<file path="src/rtl/lpm_pkg.sv">
package lpm_pkg;

    localparam int MODE_W = 3;

    typedef enum logic [MODE_W-1:0] {
        M_RUN   = 3'd0,
        M_SLEEP = 3'd1,
        M_STOP  = 3'd2,
        M_STBY  = 3'd3,
        M_SHDN  = 3'd4
    } mode_t;

    typedef enum logic [1:0] {
        PH_STEADY = 2'd0,
        PH_CLKOFF = 2'd1,
        PH_SETTLE = 2'd2
    } phase_t;

    typedef struct packed {
        logic cpu_clk;
        logic hp_clk;
        logic hp_pwr;
        logic ls_clk;
        logic ls_pwr;
        logic core;
    } gate_t;

    // Settled gating pattern of each mode.
    function automatic gate_t mode_gate(mode_t m);
        gate_t g;
        case (m)
            M_RUN:   g = '{1'b1, 1'b1, 1'b1, 1'b1, 1'b1, 1'b1};
            M_SLEEP: g = '{1'b0, 1'b1, 1'b1, 1'b1, 1'b1, 1'b1};
            M_STOP:  g = '{1'b0, 1'b0, 1'b0, 1'b1, 1'b1, 1'b1};
            M_STBY:  g = '{1'b0, 1'b0, 1'b0, 1'b0, 1'b1, 1'b1};
            default: g = '{1'b0, 1'b0, 1'b0, 1'b0, 1'b0, 1'b0};
        endcase
        return g;
    endfunction

    // Clocks from one pattern, power held fully on.
    function automatic gate_t clocks_only(gate_t g);
        gate_t r;
        r         = g;
        r.hp_pwr  = 1'b1;
        r.ls_pwr  = 1'b1;
        r.core    = 1'b1;
        return r;
    endfunction

endpackage

</file>
<file path="src/rtl/lpm_req_filter.sv">
module lpm_req_filter
    import lpm_pkg::*;
(
    input  logic              req_valid,
    input  logic [MODE_W-1:0] req_mode,
    output logic              req_ok,
    output mode_t             req_target
);
    always_comb begin
        req_target = mode_t'(req_mode);
        req_ok     = req_valid &&
                     (req_mode >= MODE_W'(M_SLEEP)) &&
                     (req_mode <= MODE_W'(M_SHDN));
    end
endmodule

</file>
<file path="src/rtl/lpm_wake_sel.sv">
module lpm_wake_sel #(
    parameter int IO_W = 4
) (
    input  logic            periph_wake,
    input  logic            dbg_wake,
    input  logic            ext_rst_wake,
    input  logic [IO_W-1:0] io_match,
    output logic            wake_shdn,
    output logic            wake_light
);
    logic [IO_W:0] io_chain;

    assign io_chain[0] = 1'b0;
    for (genvar i = 0; i < IO_W; i++) begin : g_io
        assign io_chain[i+1] = io_chain[i] | io_match[i];
    end

    assign wake_shdn  = dbg_wake | ext_rst_wake | io_chain[IO_W];
    assign wake_light = wake_shdn | periph_wake;
endmodule

</file>
<file path="src/rtl/lpm_settle_ctr.sv">
module lpm_settle_ctr #(
    parameter int CNT_W = 8
) (
    input  logic             clk,
    input  logic             rst,
    input  logic             load,
    input  logic [CNT_W-1:0] load_val,
    output logic             done
);
    logic [CNT_W-1:0] cnt;

    always_ff @(posedge clk) begin
        if (rst)               cnt <= '0;
        else if (load)         cnt <= load_val;
        else if (cnt != '0)    cnt <= cnt - 1'b1;
    end

    assign done = (cnt == '0);

    AST_CNT_LOAD: assert property (@(posedge clk) disable iff (rst)
        load |=> (cnt == $past(load_val))) else $error("settle load");
endmodule

</file>
<file path="src/rtl/lpm_sequencer.sv">
module lpm_sequencer
    import lpm_pkg::*;
#(
    parameter int IO_W  = 4,
    parameter int CNT_W = 8
) (
    input  logic              clk,
    input  logic              rst,
    input  logic              req_valid,
    input  logic [2:0]        req_mode,
    input  logic              periph_wake,
    input  logic              dbg_wake,
    input  logic              ext_rst_wake,
    input  logic [IO_W-1:0]   io_match,
    input  logic [CNT_W-1:0]  settle_cnt,
    input  logic              reinit_clr,
    output logic              cpu_clk_en,
    output logic              hp_clk_en,
    output logic              hp_pwr_en,
    output logic              ls_clk_en,
    output logic              ls_pwr_en,
    output logic              core_reg_en,
    output logic [2:0]        mode_code,
    output logic              reinit_req
);
    mode_t  cur_mode, from_mode, req_target;
    phase_t phase;
    logic   req_ok, wake_shdn, wake_light, settle_done;
    logic   take_req, take_wake, reinit_q;
    gate_t  gate;

    lpm_req_filter u_req (
        .req_valid  (req_valid),
        .req_mode   (req_mode),
        .req_ok     (req_ok),
        .req_target (req_target)
    );

    lpm_wake_sel #(.IO_W(IO_W)) u_wake (
        .periph_wake  (periph_wake),
        .dbg_wake     (dbg_wake),
        .ext_rst_wake (ext_rst_wake),
        .io_match     (io_match),
        .wake_shdn    (wake_shdn),
        .wake_light   (wake_light)
    );

    always_comb begin
        take_req  = (phase == PH_STEADY) && (cur_mode == M_RUN) && req_ok;
        take_wake = (phase == PH_STEADY) && (cur_mode != M_RUN) &&
                    ((cur_mode == M_SHDN) ? wake_shdn : wake_light);
    end

    lpm_settle_ctr #(.CNT_W(CNT_W)) u_settle (
        .clk      (clk),
        .rst      (rst),
        .load     (take_wake),
        .load_val (settle_cnt),
        .done     (settle_done)
    );

    always_ff @(posedge clk) begin
        if (rst) begin
            cur_mode  <= M_RUN;
            from_mode <= M_RUN;
            phase     <= PH_STEADY;
        end else begin
            case (phase)
                PH_STEADY: begin
                    if (take_req) begin
                        cur_mode <= req_target;
                        phase    <= PH_CLKOFF;
                    end else if (take_wake) begin
                        from_mode <= cur_mode;
                        cur_mode  <= M_RUN;
                        phase     <= PH_SETTLE;
                    end
                end
                PH_CLKOFF: phase <= PH_STEADY;
                PH_SETTLE: if (settle_done) phase <= PH_STEADY;
                default:   phase <= PH_STEADY;
            endcase
        end
    end

    always_ff @(posedge clk) begin
        if (rst)                                reinit_q <= 1'b0;
        else if (take_wake && cur_mode == M_SHDN) reinit_q <= 1'b1;
        else if (reinit_clr)                    reinit_q <= 1'b0;
    end

    always_comb begin
        case (phase)
            PH_CLKOFF: gate = clocks_only(mode_gate(cur_mode));
            PH_SETTLE: gate = clocks_only(mode_gate(from_mode));
            default:   gate = mode_gate(cur_mode);
        endcase
    end

    assign cpu_clk_en  = gate.cpu_clk;
    assign hp_clk_en   = gate.hp_clk;
    assign hp_pwr_en   = gate.hp_pwr;
    assign ls_clk_en   = gate.ls_clk;
    assign ls_pwr_en   = gate.ls_pwr;
    assign core_reg_en = gate.core;
    assign mode_code   = cur_mode;
    assign reinit_req  = reinit_q;

    AST_CPU_ONLY_RUN: assert property (@(posedge clk) disable iff (rst)
        cpu_clk_en |-> (mode_code == 3'd0)) else $error("cpu clk");
    AST_HP_CLK_NEEDS_PWR: assert property (@(posedge clk) disable iff (rst)
        hp_clk_en |-> hp_pwr_en) else $error("hp clk");
    AST_LS_CLK_NEEDS_PWR: assert property (@(posedge clk) disable iff (rst)
        ls_clk_en |-> ls_pwr_en) else $error("ls clk");
    AST_CLK_BEFORE_PWR: assert property (@(posedge clk) disable iff (rst)
        $fell(hp_pwr_en) |-> $past(!hp_clk_en)) else $error("order");
    AST_REG_OFF_SHDN: assert property (@(posedge clk) disable iff (rst)
        !core_reg_en |-> (!hp_pwr_en && !ls_pwr_en && mode_code == 3'd4)) else $error("reg");
    AST_SHDN_HOLD: assert property (@(posedge clk) disable iff (rst)
        (phase == PH_STEADY && cur_mode == M_SHDN && !wake_shdn) |=> (mode_code == 3'd4)) else $error("shdn");
    AST_EXIT_TO_RUN: assert property (@(posedge clk) disable iff (rst)
        ($past(mode_code) != 3'd0 && mode_code != $past(mode_code)) |-> (mode_code == 3'd0)) else $error("exit");
    AST_REINIT_SET: assert property (@(posedge clk) disable iff (rst)
        ($past(mode_code) == 3'd4 && mode_code == 3'd0) |-> reinit_req) else $error("reinit");
endmodule

</file>
<file path="config.mk">
export PLATFORM = sky130hd
export DESIGN_NAME = lpm_sequencer
export DESIGN_NICKNAME = d
export VERILOG_FILES = /design/src/rtl/lpm_pkg.sv /design/src/rtl/lpm_req_filter.sv /design/src/rtl/lpm_wake_sel.sv /design/src/rtl/lpm_settle_ctr.sv /design/src/rtl/lpm_sequencer.sv
export SDC_FILE = /design/constraint.sdc
export NUM_CORES = 1
export LEC_CHECK = 0
export ABC_AREA = 0
export ABC_CLOCK_PERIOD_IN_PS = 3390
export BUFFER_PORTS_ARGS = -buffer_cell sky130_fd_sc_hd__buf_4
export CAP_MARGIN = 20
export CORE_AREA = 4 4 56 58
export DETAILED_ROUTE_END_ITERATION = 8
export DIE_AREA = 0 0 60 62
export PLACE_DENSITY_LB_ADDON = 0.12
export SYNTH_ARGS = -nofsm -noshare
export SYNTH_HDL_FRONTEND = slang
export SYNTH_HIERARCHICAL = 1
export SYNTH_SLANG_ARGS = --single-unit
</file>
<file path="constraint.sdc">
create_clock -name clk -period 3.39 [get_ports clk]
set_clock_uncertainty 0.15 [all_clocks]
set_input_delay 0.1695 -clock clk [delete_from_list [all_inputs] [get_ports clk]]
set_output_delay 0.1695 -clock clk [all_outputs]
set_load 0.1 [all_outputs]
</file>
### Word-level counts from Yosys, hierarchy flattened

Cells that the tools add are included.
W data, S select, Z words.

* bits in registers: 17
* word-level logic and storage cells: 59

* $add $sub $neg: 1
* magnitude comparators: 2
* equal/unequal tests: 11
* mux-type cells: 14
* bitwise logic cells: 7
* reduce and logical (&&, ||, !) cells: 19

Operator list (count)
* $pmux W6 S4: 2
* $mux W8: 2
* $eq A3 B2 Y1 const B: 4
* $pmux W6 S2: 1
* $logic_not A8 Y1: 1
* $reduce_bool A8 Y1: 1
* $sub A8 B1 Y8 const B: 1
* $logic_and A1 B1 Y1: 7
* $eq A3 B1 Y1 const B: 2
* $logic_not A3 Y1: 2
* $mux W2: 3
* $mux W3: 2
* $or A1 B1 Y1: 6
* $reduce_bool A2 Y1: 3
* $pmux W2 S2: 1
* $reduce_and A2 Y1: 2
* $eq A3 B3 Y1 const B: 1
* $ge A3 B1 Y1 const B: 1
* $le A3 B3 Y1 const B: 1
* $mux W1: 3
* $ne A3 B3 Y1 const B: 1
* $reduce_and A3 Y1: 1
* $reduce_bool A3 Y1: 1
* $eq A2 B1 Y1 const B: 1
* other kinds (4): 4

### Longest topological paths before layout

Gate-level depths: netlist of run 1.

* word-level depth: 10
* depth in mapped cells: 9

### Hierarchy

The synthesis of run 1 kept the hierarchy.

By module, submodules not included
* lpm_sequencer: instances 1, cells an instance 69, area an instance 598.1 µm², sequential area each 180.2 µm²
* lpm_settle_ctr: instances 1, cells an instance 53, area an instance 475.5 µm², sequential area each 160.2 µm²
* lpm_req_filter: instances 1, cells an instance 6, area an instance 40.0 µm², sequential area each 0.0 µm²
* lpm_wake_sel: instances 1, cells an instance 4, area an instance 27.5 µm², sequential area each 0.0 µm²

### Worst setup path after synthesis of run 1

No wires, ideal clock.

* kind: register to output
* start: register cur_mode[1], in the netlist mode_code[1]
* end: output ls_clk_en
* arrival time: 3.232 ns
* required time: 3.070 ns
* setup slack: -0.162 ns
* cell stages (with the launch flop): 4
* path buffers: 1
* cell sequence: dfxtp_1 > buf_2 > and2_2 > o21ai_0

* longest elaborated chain between the ends: 3
* elaborated cells on any way between the ends: 6
* classes of those cells: 3 x eq/ne; 2 x mux; 1 x reduce/logical

RTL lines
* start, declared: RTL line lpm_sequencer.sv:26 `mode_t cur_mode, from_mode, req_target;`
* start signal, assigned: RTL line lpm_sequencer.sv:71 `cur_mode <= req_target;`
* $eq A3 B2 Y1 (tied with other cells): RTL line lpm_pkg.sv:31 `case (m)`
* $pmux W6 S4 *: RTL line lpm_pkg.sv:31
* $pmux W6 S2 *: RTL line lpm_sequencer.sv:93 `case (phase)`
* end, declared: RTL line lpm_sequencer.sv:20 `output logic ls_clk_en,`

Every way passes the cells marked *; elsewhere a longest branch is shown, timed or not.

### Final worst setup path of run 1

* start: register cur_mode[1], in the netlist mode_code[1]
* end: register u_settle.cnt[5]

* longest elaborated chain between the ends: 4
* elaborated cells on any way between the ends: 7
* classes of those cells: 1 x eq/ne; 2 x mux; 4 x reduce/logical

RTL lines
* $eq A3 B3 Y1 or $reduce_bool A3 Y1 (tied branches): RTL line lpm_sequencer.sv:51, lpm_sequencer.sv:50
* $mux W1 or $logic_and A1 B1 Y1 (tied branches): RTL line lpm_sequencer.sv:51, lpm_sequencer.sv:50
* $logic_and A1 B1 Y1 *: RTL line lpm_sequencer.sv:50 `take_wake = (phase == PH_STEADY) && (cur_mode != M_RUN) &&`
* via take_wake: RTL line lpm_sequencer.sv:29 `logic take_req, take_wake, reinit_q;`
* $mux W8 or $reduce_bool A2 Y1 (tied branches)
* end signal, assigned: RTL line lpm_settle_ctr.sv:14 `else if (load) cnt <= load_val;`
* end signal, assigned: RTL line lpm_settle_ctr.sv:15 `else if (cnt != '0) cnt <= cnt - 1'b1;`
* end, declared: RTL line lpm_settle_ctr.sv:10 `logic [CNT_W-1:0] cnt;`

Mark *: on every way through the listed nets, which the timed path passes. The rest lies on a longest branch.
A chain may end at the register's enable or synchronous reset.

==> report_table.html, run 1 <==
<table>
<tr><th>Metric</th><th>Value</th></tr>
<tr><th colspan="2">Run status</th></tr>
<tr><td>Status</td><td>finished clean</td></tr>
<tr><th colspan="2">Worst hold path</th></tr>
<tr><td>Path class of the lowest-slack min-delay path</td><td>in -&gt; reg</td></tr>
<tr><td>Startpoint of the most critical hold path</td><td>settle_cnt[0]</td></tr>
<tr><td>Hold Path Cell Cnt</td><td>3</td></tr>
<tr><td>End point of the most critical hold path</td><td>u_settle/cnt[0]</td></tr>
<tr><th colspan="2">Routing</th></tr>
<tr><td>Antenna-violating nets left</td><td>0</td></tr>
<tr><td>Iteration count of the initial detailed-routing pass</td><td>4</td></tr>
<tr><td>WL per Instance</td><td>13.7 um</td></tr>
<tr><td>Total via count after detailed routing</td><td>1,078</td></tr>
<tr><td>Residual DRC</td><td>0</td></tr>
<tr><td>DR vias/cell</td><td>~5.5</td></tr>
<tr><td>Number of DRC markers after the initial detailed-route iteration</td><td>between 40 and 50</td></tr>
<tr><td>Total detailed-routing wirelength</td><td>2.67 mm</td></tr>
<tr><th colspan="2">Placed design</th></tr>
<tr><td>Cell count after placement</td><td>184</td></tr>
<tr><td>Setup slack at placement</td><td>a little under 1 ns</td></tr>
<tr><td>RePlAce Congestion</td><td>0.843</td></tr>
<tr><td>Total half-perimeter wirelength after legalization and detailed placement</td><td>2.02 mm</td></tr>
<tr><td>Port Buf Inserts</td><td>31</td></tr>
<tr><td>Post-Place Cell Area</td><td>1340 um2</td></tr>
<tr><th colspan="2">Finish</th></tr>
<tr><td>Finished layout cell area</td><td>1440 um2</td></tr>
<tr><td>Fraction of layout cells with a size suffix above 1</td><td>29.9%</td></tr>
<tr><td>Nets</td><td>191</td></tr>
<tr><td>Top library cells by usage in the layout, fill and taps aside</td><td>buf_4 (31), dfxtp_1 (17), nand2_1 (15)</td></tr>
<tr><td>Count of inserted antenna diode cells</td><td>0</td></tr>
<tr><td>Filler cell count in the final layout</td><td>250</td></tr>
<tr><td>Final Non-Filler Cells</td><td>195</td></tr>
<tr><td>Leading cell type in the layout, fill and taps excluded</td><td>buf_4</td></tr>
<tr><td>Area delta synth-&gt;final</td><td>26.2%</td></tr>
<tr><th colspan="2">Setup path</th></tr>
<tr><td>Reg-to-reg critical path endpoint</td><td>u_settle/cnt[5]</td></tr>
<tr><td>Critical path cell sequence</td><td>and4bb_2 &gt; o21ai_2 &gt; inv_1 &gt; or2_2 &gt; o32ai_1</td></tr>
<tr><td>Worst EP arrival</td><td>around 2.4 ns</td></tr>
<tr><td>Worst setup slack for register-to-register paths</td><td>1.10 ns</td></tr>
<tr><td>Crit path largest cell delay</td><td>0.60 ns</td></tr>
<tr><td>Critical-path maximum fanout</td><td>14</td></tr>
<tr><td>Start of the worst register-to-register path</td><td>mode_code[1]</td></tr>
<tr><td>Kind of launch point of the worst setup path</td><td>flip-flop</td></tr>
<tr><td>Crit path buffers/inverters</td><td>1</td></tr>
<tr><td>Type of destination of the critical path</td><td>flip-flop</td></tr>
<tr><td>Register-to-Register Path Depth</td><td>5</td></tr>
<tr><td>Family with the most delay on the worst path</td><td>simple AND/OR/NAND/NOR gates</td></tr>
<tr><td>Crit path kind</td><td>reg -&gt; reg</td></tr>
<tr><td>Data required time at the worst endpoint</td><td>3.44 ns</td></tr>
<tr><td>Slowest stage cell, crit path</td><td>dfxtp_1</td></tr>
<tr><th colspan="2">Floorplanning</th></tr>
<tr><td>Vert. Die Dim</td><td>62 um</td></tr>
<tr><td>Count of pins on the block boundary</td><td>32</td></tr>
<tr><td>Core outline area</td><td>2660 um2</td></tr>
<tr><td>Number of rows in the core area</td><td>19</td></tr>
<tr><td>Die area</td><td>3720 um2</td></tr>
<tr><td>Horizontal extent of the die</td><td>~60 um</td></tr>
<tr><td>Effective utilization at floorplan</td><td>42.9%</td></tr>
<tr><th colspan="2">STA</th></tr>
<tr><td>Setup repair after global routing missed its margin</td><td>no</td></tr>
<tr><td>Final sum of negative setup slack</td><td>0 ns</td></tr>
<tr><td>Hold violation total from the final report</td><td>0</td></tr>
<tr><td>Final critical delay including setup and external delays</td><td>2.29 ns</td></tr>
<tr><td>Actual slew at the worst max-slew pin</td><td>0.432 ns</td></tr>
<tr><td>Max Clock Freq</td><td>~440 MHz</td></tr>
<tr><td>Fin crit share</td><td>67.7%</td></tr>
<tr><td>Final Max Slew Viols</td><td>0</td></tr>
<tr><td>Final setup margin</td><td>1.10 ns</td></tr>
<tr><td>Final setup violating endpoints</td><td>0</td></tr>
<tr><td>Slew margin rel.</td><td>71.2%</td></tr>
<tr><th colspan="2">Power and ir drop</th></tr>
<tr><td>Cell area power density</td><td>802 nW/um2</td></tr>
<tr><td>Internal power consumption</td><td>555 uW</td></tr>
<tr><td>Sequential power share</td><td>27.7%</td></tr>
<tr><td>Peak supply drop</td><td>996 uV</td></tr>
<tr><td>Switching power as a share of total power</td><td>51.9%</td></tr>
<tr><td>Fraction of power consumed by the clock network</td><td>9.6%</td></tr>
<tr><td>Switching power summed over all nets</td><td>600 uW</td></tr>
<tr><td>Static Leak</td><td>between 0.0006 and 0.0007 uW</td></tr>
<tr><td>Combinational share of power</td><td>approximately 63%</td></tr>
<tr><th colspan="2">Synthesis</th></tr>
<tr><td>Number of synthesized flops with an enable pin</td><td>0</td></tr>
<tr><td>Top_reg_cell synth</td><td>dfxtp_1</td></tr>
<tr><td>Sequential area share after synthesis</td><td>29.8%</td></tr>
<tr><td>Register bit count reported by yosys</td><td>17</td></tr>
<tr><td>Avg Cell Area, Syn</td><td>8.64 um2</td></tr>
<tr><td>Synthesized Nets</td><td>158</td></tr>
<tr><td>Netlist Area Pre-Place</td><td>roughly 1100 um2</td></tr>
<tr><td>Fraction of registers with async set or reset after synthesis</td><td>0%</td></tr>
<tr><td>Count of warnings emitted by yosys</td><td>6</td></tr>
<tr><td>Count of mapped cells out of synthesis</td><td>132</td></tr>
<tr><td>Number of unique standard cell types used by synthesis</td><td>50</td></tr>
<tr><th colspan="2">CTS</th></tr>
<tr><td>Count of instances resized after the clock tree is built</td><td>0</td></tr>
<tr><td>Clock Path Buffers</td><td>2</td></tr>
<tr><td>Clk_lat worst skew</td><td>0.29 ns</td></tr>
<tr><td>Maximum level of the CTS H-tree</td><td>1</td></tr>
<tr><td>Clock tree from TritonCTS</td><td>built</td></tr>
<tr><td>Post-CTS clock slew at the launch and capture registers of the worst setup and hold paths</td><td>approximately 0.10 ns</td></tr>
<tr><td>Number of sinks driven by the clock tree</td><td>17</td></tr>
<tr><td>Number of CTS-inserted buffers</td><td>3</td></tr>
<tr><td>Clock root buffer</td><td>clkbuf_4</td></tr>
<tr><th colspan="2">Global routing</th></tr>
<tr><td>Maximum number of pins on one net before global-route repair</td><td>19</td></tr>
<tr><td>Residual overflow from global routing</td><td>0</td></tr>
<tr><td>Vias in the first global route</td><td>942</td></tr>
<tr><td>Number of antenna violations at the first check in global routing</td><td>0</td></tr>
<tr><td>Global-route total usage across every layer</td><td>15.2%</td></tr>
<tr><td>First-pass GRT wire length</td><td>4.26 mm</td></tr>
<tr><th colspan="2">Run</th></tr>
<tr><td>Max capacitance violation total</td><td>0</td></tr>
</table>
[flip-flops by register name, indices dropped and copies added, names as in the netlist]
register / count
mode_code: 3
phase: 2
from_mode: 3
u_settle/cnt: 8
reinit_req: 1
[worst max path at each step]
stage	start	end	slack, ns	cells after the start
2_1_floorplan	mode_code[0]	cpu_clk_en	0.44	3
3_3_place_gp	ext_rst_wake	u_settle/cnt[5]	1.07	8
3_5_place_dp	ext_rst_wake	u_settle/cnt[3]	0.99	8
4_1_cts	mode_code[1]	u_settle/cnt[3]	1.09	5
5_1_grt	mode_code[1]	u_settle/cnt[4]	0.92	5
6_report	mode_code[1]	u_settle/cnt[5]	1.10	5
[final cells by class]
cell class	instances	area, um2	share of cell area [%]
Multi-Input combinational cell	93	686	47.6
Sequential cell	17	340	23.6
Timing Repair Buffer	38	303	21.0
Inverter	12	45.0	3.13
Tap cell	31	38.8	2.69
Clock buffer	3	22.5	1.56
Clock inverter	1	5.00	0.348
[cell usage after synthesis, types with 3 or more instances]
| cell type | n | share of area [%] |
|---|---|---|
| a32o_2 | 3 | 3.0 |
| buf_4 | 4 | 2.6 |
| dfxtp_1 | 17 | 30 |
| ha_1 | 4 | 4.4 |
| inv_1 | 12 | 3.9 |
| nand2_1 | 15 | 4.9 |
| nand2b_1 | 3 | 1.6 |
| nor2_1 | 5 | 1.6 |
| nor2b_1 | 3 | 1.6 |
| nor3_1 | 5 | 2.2 |
| o21ai_0 | 7 | 3.1 |
| o32ai_1 | 4 | 3.1 |
| xnor2_1 | 3 | 2.3 |
[layer usage]
layer | vias to the layer above | share of wire (%) | global-route usage (%)
met5 | - | 0 | 0
met4 | 0 | 0.60 | 5.70
met3 | 2 | 4.9 | 1.86
met2 | 26 | 48 | 25.0
met1 | 505 | 46 | 20.6
li1 | 545 | - | -
[what timing repair did]
action                                 CTS  global route
endpoints found under the hold margin    7             0
hold buffers                             7             0
buffers inserted                         0             0
setup endpoints to repair                0             0
[cells by family after synthesis]
family                     count (synthesis)  share of synthesized area, %
and+or+nand+nor                           49                          27.4
AOI/OAI and AO/OA                         35                          24.3
buffers and inverters                     22                          10.1
DFF                                       17                          29.8
xor gates and xnor gates                   4                          3.07
adders and majority gates                  4                          4.39
muxes                                      1                         0.877
[metrics by stage]
step / power [uW] / hold slack, ns / util (%)
floorplan: 914 / 0.0857 / -
global placement: 1020 / 0.254 / 50.4
detailed placement: 1040 / 0.252 / 50.4
CTS: 1160 / 0.00395 / 54.1
global route: 1230 / 0.00362 / 54.1
finish: 1160 / 0.00473 / 54.1
[worst register-to-register path: stages, from the launching register on]
cell and delay (ns):
dfxtp_1 0.60, and4bb_2 0.30, o21ai_2 0.25, inv_1 0.25, or2_2 0.40, o32ai_1 0.27
[power by group through the flow]
stage | clock, uW | combinational [uW] | sequential, uW
6_report | 110 | 725 | 320
5_1_grt | 120 | 782 | 329
4_1_cts | 115 | 729 | 319
3_5_place_dp | 0 | 718 | 323
3_3_place_gp | 0 | 703 | 322
2_1_floorplan | 0 | 574 | 339
Power figures use the tool's default switching activity.
==> run 2, diff against run 1 <==
Settings changed: ABC_CLOCK_PERIOD_IN_PS 3390 to 1900.
Clock period 3.39 ns to 1.9 ns, I/O delays scaled along.
==> report_table.html, run 2 (same netlist as run 1, synthesis figures left out) <==
<table>
<tr><th>Metric</th><th>Value</th></tr>
<tr><th colspan="2">Worst hold path</th></tr>
<tr><td>End point of the most critical hold path</td><td>phase[0] (was u_settle/cnt[0])</td></tr>
<tr><td>Path class of the lowest-slack min-delay path</td><td>in -&gt; reg (unchanged)</td></tr>
<tr><td>Startpoint of the most critical hold path</td><td>req_valid (was settle_cnt[0])</td></tr>
<tr><td>Hold Path Cell Cnt</td><td>5 (was 3)</td></tr>
<tr><th colspan="2">Placed design</th></tr>
<tr><td>Setup slack at placement</td><td>0.0267 ns (was 0.993 ns)</td></tr>
<tr><td>RePlAce Congestion</td><td>0.724 (was 0.843)</td></tr>
<tr><td>Port Buf Inserts</td><td>31 (unchanged)</td></tr>
<tr><td>Cell count after placement</td><td>193 (was 184)</td></tr>
<tr><td>Total half-perimeter wirelength after legalization and detailed placement</td><td>2.13 mm (was 2.02 mm)</td></tr>
<tr><th colspan="2">Setup path</th></tr>
<tr><td>Register-to-Register Path Depth</td><td>6 (was 5)</td></tr>
<tr><td>Family with the most delay on the worst path</td><td>simple AND/OR/NAND/NOR gates (unchanged)</td></tr>
<tr><td>Crit path kind</td><td>reg -&gt; out (was reg -&gt; reg)</td></tr>
<tr><td>Crit path largest cell delay</td><td>0.36 ns (was 0.60 ns)</td></tr>
<tr><td>Critical path origin</td><td>phase[1] (was mode_code[1])</td></tr>
<tr><td>Slowest stage cell, crit path</td><td>or3_4 (was dfxtp_1)</td></tr>
<tr><td>Start of the worst register-to-register path</td><td>phase[0] (was mode_code[1])</td></tr>
<tr><td>Critical path cell sequence</td><td>inv_2 &gt; ha_4 &gt; nand2_4 &gt; or3_4 &gt; o22ai_4 &gt; buf_12 (was and4bb_2 &gt; o21ai_2 &gt; inv_1 &gt; or2_2 &gt; o32ai_1)</td></tr>
<tr><td>Data required time at the worst endpoint</td><td>1.65 ns (was 3.44 ns)</td></tr>
<tr><td>Critical-path maximum fanout</td><td>3 (was 14)</td></tr>
<tr><td>Worst EP arrival</td><td>1.73 ns (was 2.35 ns)</td></tr>
<tr><td>Type of destination of the critical path</td><td>primary output (was flip-flop)</td></tr>
<tr><td>Crit path buffers/inverters</td><td>2 (was 1)</td></tr>
<tr><td>Worst setup slack for register-to-register paths</td><td>0.09 ns (was 1.10 ns)</td></tr>
<tr><td>Reg-to-reg critical path endpoint</td><td>reinit_req (was u_settle/cnt[5])</td></tr>
<tr><td>Kind of launch point of the worst setup path</td><td>flip-flop (unchanged)</td></tr>
<tr><th colspan="2">Floorplanning</th></tr>
<tr><td>Horizontal extent of the die</td><td>60 um (unchanged)</td></tr>
<tr><td>Die area</td><td>3720 um2 (unchanged)</td></tr>
<tr><td>Vert. Die Dim</td><td>62 um (unchanged)</td></tr>
<tr><td>Effective utilization at floorplan</td><td>42.9% (unchanged)</td></tr>
<tr><td>Count of pins on the block boundary</td><td>32 (unchanged)</td></tr>
<tr><td>Number of rows in the core area</td><td>19 (unchanged)</td></tr>
<tr><td>Core outline area</td><td>2660 um2 (unchanged)</td></tr>
<tr><th colspan="2">Global routing</th></tr>
<tr><td>Vias in the first global route</td><td>1,112 (was 942)</td></tr>
<tr><td>Global-route total usage across every layer</td><td>17.3% (was 15.2%)</td></tr>
<tr><td>First-pass GRT wire length</td><td>4.86 mm (was 4.26 mm)</td></tr>
<tr><td>Maximum number of pins on one net before global-route repair</td><td>19 (unchanged)</td></tr>
<tr><td>Number of antenna violations at the first check in global routing</td><td>0 (unchanged)</td></tr>
<tr><td>Residual overflow from global routing</td><td>0 (unchanged)</td></tr>
<tr><th colspan="2">Finish</th></tr>
<tr><td>Top library cells by usage in the layout, fill and taps aside</td><td>buf_4 (40), nand2_1 (14), dlygate4sd3_1 (14) (was buf_4 (31), dfxtp_1 (17), nand2_1 (15))</td></tr>
<tr><td>Nets</td><td>210 (was 191)</td></tr>
<tr><td>Leading cell type in the layout, fill and taps excluded</td><td>buf_4 (unchanged)</td></tr>
<tr><td>Top reg by flops</td><td>u_settle/cnt (unchanged)</td></tr>
<tr><td>Largest register FFs</td><td>8 (unchanged)</td></tr>
<tr><td>Final Non-Filler Cells</td><td>214 (was 195)</td></tr>
<tr><td>Count of inserted antenna diode cells</td><td>0 (unchanged)</td></tr>
<tr><td>Filler cell count in the final layout</td><td>235 (was 250)</td></tr>
<tr><td>Fraction of layout cells with a size suffix above 1</td><td>43.7% (was 29.9%)</td></tr>
<tr><td>Area delta synth-&gt;final</td><td>51.5% (was 26.2%)</td></tr>
<tr><th colspan="2">STA</th></tr>
<tr><td>Final Max Slew Viols</td><td>0 (unchanged)</td></tr>
<tr><td>Fin crit share</td><td>104%</td></tr>
<tr><td>Actual slew at the worst max-slew pin</td><td>0.286 ns (was 0.432 ns)</td></tr>
<tr><td>Final setup violating endpoints</td><td>2 (was 0)</td></tr>
<tr><td>Final setup margin</td><td>-0.0702 ns (was 1.10 ns)</td></tr>
<tr><td>Slew margin rel.</td><td>80.8% (was 71.2%)</td></tr>
<tr><td>Final sum of negative setup slack</td><td>-0.0848 ns (was 0 ns)</td></tr>
<tr><td>Max Clock Freq</td><td>508 MHz</td></tr>
<tr><td>Min Hold Slack</td><td>0.208 ns (was 0.00473 ns)</td></tr>
<tr><td>Final critical delay including setup and external delays</td><td>1.97 ns</td></tr>
<tr><td>Hold violation total from the final report</td><td>0 (unchanged)</td></tr>
<tr><td>Setup repair after global routing missed its margin</td><td>yes (was no)</td></tr>
<tr><th colspan="2">Power and ir drop</th></tr>
<tr><td>Switching power as a share of total power</td><td>47.8% (was 51.9%)</td></tr>
<tr><td>Internal power consumption</td><td>1270 uW (was 555 uW)</td></tr>
<tr><td>Cell area power density</td><td>1410 nW/um2 (was 802 nW/um2)</td></tr>
<tr><td>Sequential power share</td><td>23.9% (was 27.7%)</td></tr>
<tr><td>Static Leak</td><td>0.000733 uW (was 0.000600 uW)</td></tr>
<tr><td>Combinational share of power</td><td>67.7% (was 62.8%)</td></tr>
<tr><td>Fraction of power consumed by the clock network</td><td>8.5% (was 9.6%)</td></tr>
<tr><td>Switching power summed over all nets</td><td>1160 uW (was 600 uW)</td></tr>
<tr><td>Peak supply drop</td><td>1610 uV (was 996 uV)</td></tr>
<tr><th colspan="2">Routing</th></tr>
<tr><td>Total via count after detailed routing</td><td>1,141 (was 1,078)</td></tr>
<tr><td>Antenna-violating nets left</td><td>0 (unchanged)</td></tr>
<tr><td>Residual DRC</td><td>0 (unchanged)</td></tr>
<tr><td>Iteration count of the initial detailed-routing pass</td><td>4 (unchanged)</td></tr>
<tr><td>Number of DRC markers after the initial detailed-route iteration</td><td>76 (was 44)</td></tr>
<tr><td>Total detailed-routing wirelength</td><td>2.92 mm (was 2.67 mm)</td></tr>
<tr><td>WL per Instance</td><td>13.6 um (was 13.7 um)</td></tr>
<tr><td>DR vias/cell</td><td>5.33 (was 5.53)</td></tr>
<tr><th colspan="2">CTS</th></tr>
<tr><td>Clk_lat worst skew</td><td>0.30 ns (was 0.29 ns)</td></tr>
<tr><td>Post-CTS clock slew at the launch and capture registers of the worst setup and hold paths</td><td>0.11 ns (was 0.10 ns)</td></tr>
<tr><td>Number of CTS-inserted buffers</td><td>3 (unchanged)</td></tr>
<tr><td>Clock Path Buffers</td><td>2 (unchanged)</td></tr>
<tr><td>Number of sinks driven by the clock tree</td><td>17 (unchanged)</td></tr>
<tr><td>Maximum level of the CTS H-tree</td><td>1 (unchanged)</td></tr>
<tr><td>Clock root buffer</td><td>clkbuf_4 (unchanged)</td></tr>
<tr><td>Clock tree from TritonCTS</td><td>built (unchanged)</td></tr>
<tr><th colspan="2">Run status</th></tr>
<tr><td>Violated checks</td><td>negative setup slack</td></tr>
<tr><td>Status</td><td>finished, violations left (was finished clean)</td></tr>
<tr><th colspan="2">Run</th></tr>
<tr><td>Max capacitance violation total</td><td>0 (unchanged)</td></tr>
</table>
[run 2: final cells by class]
cell class	instances	area [um2]	share of cell area, %
Clock inverter	1	5.00	0.289
Multi-Input combinational cell	93	763	44.1
Clock buffer	3	22.5	1.30
Sequential cell	17	354	20.5
Inverter	12	45.0	2.60
Tap cell	31	38.8	2.24
Timing Repair Buffer	57	500	28.9
[run 2: metrics by stage]
| step | cell area [um2] | total power, uW | util (%) |
|---|---|---|---|
| floorplan | 1200 | 1710 | - |
| global placement | 1470 | 1980 | 55.3 |
| detailed placement | 1470 | 2020 | 55.3 |
| CTS | 1700 | 2380 | 63.7 |
| global route | 1730 | 2590 | 64.9 |
| finish | 1730 | 2440 | 64.9 |
[run 2: per-layer routing]
layer,vias up,GRT usage (%),routed length [um]
met2,30,28.9,1410
met3,2,3.10,132
met1,530,22.9,1350
met4,0,4.75,27
met5,-,0,0
li1,579,-,-
[run 2: worst max path at each step]
stage                     slack (ns)  depth (start not counted)               to
after global placement          0.08                          8  u_settle/cnt[0]
after floorplan                -0.13                          4        ls_clk_en
after CTS                      -0.07                          6       cpu_clk_en
after global routing           -0.13                          6       cpu_clk_en
final                          -0.07                          6       cpu_clk_en
after detailed placement        0.03                          8  u_settle/cnt[5]
[run 2: power by group through the flow]
| stage | clock, uW | combinational [uW] | sequential [uW] |
|---|---|---|---|
| floorplan | 0 | 1100 | 610 |
| global placement | 0 | 1410 | 580 |
| detailed placement | 0 | 1430 | 585 |
| CTS | 212 | 1590 | 579 |
| global route | 223 | 1770 | 598 |
| finish | 206 | 1650 | 582 |
[run 2: repair_timing]
item	CTS	global route
endpoints found under the hold margin	16	0
pin swaps	0	3
buffers inserted	1	2
hold buffers	14	0
endpoints found under the setup margin	3	5
resized for setup	14	5
[run 2: worst min-delay path, delay by kind of cell]
kind / cells / cell delay (ns)
AO/OA/AOI/OAI: 1 / 0.11
buffers and inverters: 1 / 0.10
AND/OR/NAND/NOR: 3 / 0.31
